==> config.mk <==
export PLATFORM = sky130hd
export DESIGN_NAME = pp_page_buffer
export DESIGN_NICKNAME = d
export VERILOG_FILES = /design/src/rtl/pp_pkg.sv /design/src/rtl/pp_collect.sv /design/src/rtl/pp_commit.sv /design/src/rtl/pp_page_buffer.sv
export SDC_FILE = /design/constraint.sdc
export NUM_CORES = 2
export LEC_CHECK = 0
export BUFFER_PORTS_ARGS = -buffer_cell sky130_fd_sc_hd__buf_2
export CAP_MARGIN = 25
export CORE_UTILIZATION = 38
export CTS_CLUSTER_SIZE = 40
export DETAILED_ROUTE_END_ITERATION = 8
export PLACE_DENSITY_LB_ADDON = 0.25
export SETUP_SLACK_MARGIN = 0.3
export SLEW_MARGIN = 20
export SYNTH_ARGS = -nofsm -noshare
export SYNTH_HDL_FRONTEND = slang
export SYNTH_SLANG_ARGS = --single-unit
==> constraint.sdc <==
create_clock -name clk -period 5.4 [get_ports clk]
set_input_delay 0.81 -clock clk [delete_from_list [all_inputs] [get_ports clk]]
set_output_delay 0.81 -clock clk [all_outputs]
set_load 0.02 [all_outputs]
==> src/rtl/pp_pkg.sv <==
package pp_pkg;

    localparam int DEF_PAGE_BYTES = 256;
    localparam int DEF_ADDR_W     = 24;
    localparam int BYTE_W         = 8;

    typedef logic [BYTE_W-1:0] byte_t;

    // Chip-select release event, grouped as seen by the commit gate.
    typedef struct packed {
        logic rise;
        logic partial;
        logic enable;
    } cs_event_t;

    typedef enum logic {
        CM_IDLE = 1'b0,
        CM_RUN  = 1'b1
    } commit_state_e;

endpackage

==> src/rtl/pp_collect.sv <==
module pp_collect
    import pp_pkg::*;
#(
    parameter int PAGE_BYTES = DEF_PAGE_BYTES,
    parameter int ADDR_W     = DEF_ADDR_W
) (
    input  logic                                   clk,
    input  logic                                   rst,
    input  logic                                   start_i,
    input  logic [ADDR_W-1:0]                      start_addr_i,
    input  logic                                   byte_vld_i,
    input  byte_t                                  byte_i,
    input  logic                                   close_i,
    input  logic [$clog2(PAGE_BYTES)-1:0]          rd_off_i,
    output byte_t                                  rd_byte_o,
    output logic [ADDR_W-$clog2(PAGE_BYTES)-1:0]   base_o,
    output logic [PAGE_BYTES-1:0]                  vmask_o,
    output logic                                   has_data_o,
    output logic                                   open_o
);
    localparam int OFS_W  = $clog2(PAGE_BYTES);
    localparam int BASE_W = ADDR_W - OFS_W;

    logic                  open_q;
    logic [OFS_W-1:0]      ptr_q;
    logic [BASE_W-1:0]     base_q;
    logic [PAGE_BYTES-1:0] vmask_q;
    byte_t                 store_q [PAGE_BYTES];

    logic take;
    assign take = open_q & byte_vld_i & ~start_i;

    always_ff @(posedge clk) begin
        if (rst) begin
            open_q  <= 1'b0;
            ptr_q   <= '0;
            base_q  <= '0;
            vmask_q <= '0;
        end else if (start_i) begin
            open_q  <= 1'b1;
            ptr_q   <= start_addr_i[OFS_W-1:0];
            base_q  <= start_addr_i[ADDR_W-1:OFS_W];
            vmask_q <= '0;
        end else begin
            if (take) begin
                vmask_q[ptr_q] <= 1'b1;
                ptr_q          <= ptr_q + 1'b1;
            end
            if (close_i) begin
                open_q <= 1'b0;
            end
        end
    end

    // Data storage carries no reset: the valid mask qualifies every entry.
    always_ff @(posedge clk) begin
        if (take) begin
            store_q[ptr_q] <= byte_i;
        end
    end

    assign rd_byte_o  = store_q[rd_off_i];
    assign base_o     = base_q;
    assign vmask_o    = vmask_q;
    assign has_data_o = (|vmask_q) | take;
    assign open_o     = open_q;

    // an accepted byte marks the slot the pointer held.
    assert_byte_marks_slot_R3: assert property (@(posedge clk) disable iff (rst)
        take |=> vmask_q[$past(ptr_q)]);

    // with no operation open and no new start, the mask cannot change.
    assert_closed_ignores_R12: assert property (@(posedge clk) disable iff (rst)
        (!open_q && !start_i) |=> $stable(vmask_q));

endmodule

==> src/rtl/pp_commit.sv <==
module pp_commit
    import pp_pkg::*;
#(
    parameter int PAGE_BYTES = DEF_PAGE_BYTES
) (
    input  logic                          clk,
    input  logic                          rst,
    input  logic                          go_i,
    input  logic [PAGE_BYTES-1:0]         vmask_i,
    output logic                          busy_o,
    output logic [$clog2(PAGE_BYTES)-1:0] sel_off_o,
    output logic                          done_o
);
    localparam int OFS_W = $clog2(PAGE_BYTES);

    commit_state_e         state_q;
    logic                  done_q;
    logic [PAGE_BYTES-1:0] wrote_q;
    logic [PAGE_BYTES-1:0] left;
    logic [PAGE_BYTES-1:0] rest;
    logic [OFS_W-1:0]      sel;
    logic                  last;

    function automatic logic [OFS_W-1:0] first_set(input logic [PAGE_BYTES-1:0] v);
        logic [OFS_W-1:0] idx;
        idx = '0;
        for (int i = PAGE_BYTES - 1; i >= 0; i--) begin
            if (v[i]) idx = OFS_W'(i);
        end
        return idx;
    endfunction

    always_comb begin
        left = vmask_i & ~wrote_q;
        rest = left & (left - 1'b1);
        sel  = first_set(left);
        last = (rest == '0);
    end

    always_ff @(posedge clk) begin
        if (rst) begin
            state_q <= CM_IDLE;
            done_q  <= 1'b0;
            wrote_q <= '0;
        end else begin
            done_q <= 1'b0;
            case (state_q)
                CM_IDLE: begin
                    if (go_i) begin
                        state_q <= CM_RUN;
                        wrote_q <= '0;
                    end
                end
                CM_RUN: begin
                    wrote_q[sel] <= 1'b1;
                    if (last) begin
                        state_q <= CM_IDLE;
                        done_q  <= 1'b1;
                    end
                end
                default: state_q <= CM_IDLE;
            endcase
        end
    end

    assign busy_o    = (state_q == CM_RUN);
    assign sel_off_o = sel;
    assign done_o    = done_q;

    // offsets of one commit strictly increase from write to write.
    assert_ascending_R7: assert property (@(posedge clk) disable iff (rst)
        (busy_o && $past(busy_o)) |-> (sel > $past(sel)));

    // a write is only issued while some filled offset is still pending.
    assert_write_has_target_R5: assert property (@(posedge clk) disable iff (rst)
        busy_o |-> (left != '0));

    // the completion pulse comes right after the run ends.
    assert_done_after_run_R8: assert property (@(posedge clk) disable iff (rst)
        done_o |-> ($past(busy_o) && !busy_o));

endmodule

==> src/rtl/pp_page_buffer.sv <==
module pp_page_buffer
    import pp_pkg::*;
#(
    parameter int PAGE_BYTES = DEF_PAGE_BYTES,
    parameter int ADDR_W     = DEF_ADDR_W
) (
    input  logic              clk,
    input  logic              rst,
    input  logic              cmd_start,
    input  logic [ADDR_W-1:0] cmd_addr,
    input  logic              rx_byte_vld,
    input  logic [7:0]        rx_byte,
    input  logic              cs_release,
    input  logic              cs_partial,
    input  logic              prog_enable,
    input  logic [7:0]        mem_rdata,
    output logic              mem_we,
    output logic [ADDR_W-1:0] mem_addr,
    output logic [7:0]        mem_wdata,
    output logic              commit_done
);
    localparam int OFS_W  = $clog2(PAGE_BYTES);
    localparam int BASE_W = ADDR_W - OFS_W;

    cs_event_t             cs_ev;
    logic                  busy;
    logic                  start_ok;
    logic                  go;
    logic                  open;
    logic                  has_data;
    logic [OFS_W-1:0]      sel_off;
    byte_t                 new_byte;
    logic [BASE_W-1:0]     base;
    logic [PAGE_BYTES-1:0] vmask;

    assign cs_ev    = '{rise: cs_release, partial: cs_partial, enable: prog_enable};
    assign start_ok = cmd_start & ~busy;
    assign go       = cs_ev.rise & ~cs_ev.partial & cs_ev.enable & open & has_data;

    pp_collect #(
        .PAGE_BYTES (PAGE_BYTES),
        .ADDR_W     (ADDR_W)
    ) u_collect (
        .clk          (clk),
        .rst          (rst),
        .start_i      (start_ok),
        .start_addr_i (cmd_addr),
        .byte_vld_i   (rx_byte_vld),
        .byte_i       (rx_byte),
        .close_i      (cs_ev.rise),
        .rd_off_i     (sel_off),
        .rd_byte_o    (new_byte),
        .base_o       (base),
        .vmask_o      (vmask),
        .has_data_o   (has_data),
        .open_o       (open)
    );

    pp_commit #(
        .PAGE_BYTES (PAGE_BYTES)
    ) u_commit (
        .clk       (clk),
        .rst       (rst),
        .go_i      (go),
        .vmask_i   (vmask),
        .busy_o    (busy),
        .sel_off_o (sel_off),
        .done_o    (commit_done)
    );

    assign mem_we    = busy;
    assign mem_addr  = {base, sel_off};
    assign mem_wdata = mem_rdata & new_byte;

    // all writes of one commit stay inside a single page.
    assert_same_page_R2: assert property (@(posedge clk) disable iff (rst)
        (mem_we && $past(mem_we)) |-> (mem_addr[ADDR_W-1:OFS_W] == $past(mem_addr[ADDR_W-1:OFS_W])));

    // a release on a partial byte starts no write.
    assert_partial_no_write_R9: assert property (@(posedge clk) disable iff (rst)
        (cs_release && cs_partial && !mem_we) |=> !mem_we);

    // a release without permission starts no write.
    assert_disabled_no_write_R10: assert property (@(posedge clk) disable iff (rst)
        (cs_release && !prog_enable && !mem_we) |=> !mem_we);

    // a write never sets a bit that the array byte has clear.
    assert_only_clears_R6: assert property (@(posedge clk) disable iff (rst)
        mem_we |-> ((mem_wdata & ~mem_rdata) == 8'h00));

endmodule

==> impl_metrics.yaml <==
clocking:
  root_buffer: "clkbuf_16"
  cts.sinks: 2587
  cts.clk_slew.worst_paths_ns: 0.06
  clk_path_buf_depth: 4
  cts_made_buffers: 287
  cts_tree: "done"
  insertion_delay_ns: 0.91
  cts_htree_levels: 5
place:
  gp_congestion: 1.034
  pre_cts_ws_ns: -2.078
  dp_hpwl_mm: 356.6
  dp.cells: 14550
  io_buffers: 80
  place_area_um2: 128600
synth:
  synth_top_family_by_area: "simple AND/OR/NAND/NOR gates"
  async_flop_share_pct: 0
  syn_area_per_cell_um2: 11.75
  synth_adder_area_share_pct: 0.07382
  syn_area_um2: 108500
  synthSimpleGateAreaFrac_pct: 17.17
  ys_ff_latch: 2587
  synth.largest_area_cell: "edfxtp_1"
  synth_mux_area_share_pct: 2.192
  yosys-top-cells-area: "edfxtp_1, dfxtp_1, nand2_1, nor2_1, nand3_1"
  syn_nets: 9280
  synth_compound_area_share_pct: 11.69
  synth-edff-count: 2048
  synthDistinctLibCells: 114
  yosysSeqAreaShare_pct: 66.65
  synth-xor-area-share_pct: 0.04037
  synthFlopType: "edfxtp_1"
  yosysWarnings: 0
  synthCells: 9229
  yosysTopAreaCellShare_pct: 56.70
cells_and_area:
  fin_area_um2: 143200
  drive_gt1_share_pct: 27.65
  fin_nets: 11330
  final_common_cell: "edfxtp_1"
  mostFrequentLayoutCells: "edfxtp_1, buf_4, nand2_1"
  syn_to_final_growth_pct: 31.98
  layout.cells.non_filler: 15270
floorplanning:
  die-area_um2: 287600
  die_w_um: 536.3
  rows: 195
  die_height_um: 536.3
  start_util_pct: 38.33
  ios: 81
  fp.coreArea_um2: 283000
route:
  top_layer_used: "met5"
  via_per_inst: 6.068
  wl_mm: 502.9
  wl_per_cell_um: 32.94
  dr_total_vias: 92640
  drt_iter0_drc: 14810
  drtAntennaViolNets: 0
  wl_met2_mm: 211.6
  wl_met1_mm: 198.6
  drt-pass1-iter-count: 9
  route.met3.wl_mm: 60.59
  drc: 0
sta:
  maxSlewViolCount: 0
  fmax_mhz: 138.8
  post-route-period-util_pct: 133.5
  rsz0062_at_grt: "true"
  relSlewSlack_pct: 17.50
  final.setup_skew_ns: 0.05334
  setup_ws_ns: -1.807
  worstMarginPinSlew_ns: 1.222
  setup_viol_count_final: 8
  whs_ns: 0.1371
  hold_viol: 0
  period_minus_slack_ns: 7.207
power:
  internal-power_mw: 33.02
  switchingPower_mw: 9.287
  cellLeakagePower_nw: 53.20
  power.density_nw_per_um2: 295.6
  p_clk_share_pct: 46.4
  p_seq_share_pct: 50.8
  ir_drop_v: 0.0002349
  finalPower_mw: 42.31
  p_sw_share_pct: 21.95
  p_comb_share_pct: 2.8
hold_path:
  min-delay-start: "cmd_addr[10]"
  hold_class: "in -> reg"
grt:
  grt-ovfl-total: 0
  track_usage_pct: 33.86
  grt_max_degree: 169
  grt_antenna_before_repair: 27
  grt_pass1_wl_mm: 680.6
  grt_pass1_vias: 86050
setup_path:
  crit_path_end_kind: "output pin"
  path_class: "reg -> out"
  r2r-start: "u_collect.vmask_o[8]$_SDFFE_PP0P_"
  crit_required_ns: 4.59
  critPathArrivalTime_ns: 6.40
  cp-start-kind: "flop"
  cp_max_fo: 8
  startpoint: "u_collect.vmask_o[137]$_SDFFE_PP0P_"
run_status:
  violations: "setup timing"
  outcome: "finished with violations"
flow_run:
  drv_cap: 0
==> synthesized netlist by cell type (106+ instances only) <==
| cell | number |
|---|---|
| clkbuf_1 | 338 |
| edfxtp_1 | 2048 |
| nor4_1 | 157 |
| a31oi_1 | 125 |
| buf_2 | 106 |
| mux2i_1 | 206 |
| nand2b_1 | 213 |
| nand4_1 | 177 |
| a21oi_1 | 379 |
| a22oi_1 | 297 |
| o21ai_0 | 179 |
| o21a_1 | 272 |
| nand3_1 | 549 |
| nor2b_1 | 180 |
| nand2_1 | 1527 |
| dfxtp_1 | 539 |
| nor2_1 | 814 |
==> area by class of cell <==
type	instances	area (µm²)
diodes	18	45.04
clock buffers	375	7790
clock inverters	143	1416
fillers	24710	139900
inverters	41	176.4
multi-input cells	6070	36260
flip-flops and latches	2587	72310
well taps	3743	4683
repair buffers	2290	20470
==> flip-flops by register name, indices dropped and copies added (netlist names) <==
register,count
u_collect.store_q,2048
u_collect.base_o,16
u_commit.done_o,1
u_collect.ptr_q,8
u_commit.busy_o,1
u_collect.open_o,1
u_collect.vmask_o,256
u_commit.wrote_q,256
==> layer usage <==
| layer | up-vias | global-route usage (%) |
|---|---|---|
| met3 | 1191 | 7.311 |
| li1 | 38840 | - |
| met5 | - | 0 |
| met2 | 6321 | 49.51 |
| met4 | 22 | 17.44 |
| met1 | 46260 | 47.14 |
==> logic make-up after synthesis <==
logic type / after synthesis
simple gates: 3969
mux: 232
buf+inv: 572
flops: 2587
compound gates: 1857
xor+xnor: 5
fa+ha+maj: 7
==> power groups by stage <==
stage          Sequential, mW  Clock, mW  Combinational [mW]
4_1_cts                  21.5       19.7                1.12
3_5_place_dp             21.9          0                1.05
3_3_place_gp             21.9          0                1.03
2_1_floorplan            21.9          0               0.347
6_report                 21.5       19.6                1.18
5_1_grt                  21.5       20.5                1.21
==> repair_timing <==
item / 4_1_cts / 5_1_grt
hold buffers: 0 / 0
gates cloned: 26 / 11
buffers inserted: 53 / 85
setup endpoints to repair: 109 / 22
resized for setup: 386 / 290
pin swaps: 90 / 105
==> worst max-delay path, cell delays in order (launching register included) <==
cell and delay, ns:
dfxtp_1 0.37, and2b_1 0.22, o21ai_1 0.10, a2111oi_2 0.51, o2111ai_1 0.31, or4_4 0.66, a21oi_4 0.24, buf_6 0.15
o21ai_4 0.09, inv_8 0.11, buf_12 0.13, buf_12 0.15, buf_12 0.13, mux2i_1 0.07, o21a_1 0.20, o41ai_2 0.33
nand4_1 0.33, buf_4 0.27, a41oi_4 0.29, a311oi_4 0.12, nor4_4 0.46, buf_4 0.22
==> worst paths after layout <==
check / endpoint / slack (ns) / cells after the start
max: mem_wdata[6] / -1.81 / 21
min: u_collect.base_o[2]$_SDFFE_PP0P_ / 0.14 / 3
max reg2reg: u_commit.busy_o$_SDFF_PP0_ / 0.30 / 26
min reg2reg: u_collect.base_o[7]$_SDFFE_PP0P_ / 0.45 / 2
==> per-stage QoR <==
stage | util (%) | setup TNS (ns)
after detailed placement | 45.43 | -16.23
after global placement | 45.40 | -16.11
after global routing | 50.57 | -14.10
final | 50.58 | -13.77
after floorplan | - | 0
after CTS | 49.75 | -13.25
Note: power is estimated with default switching activity, not from simulation.
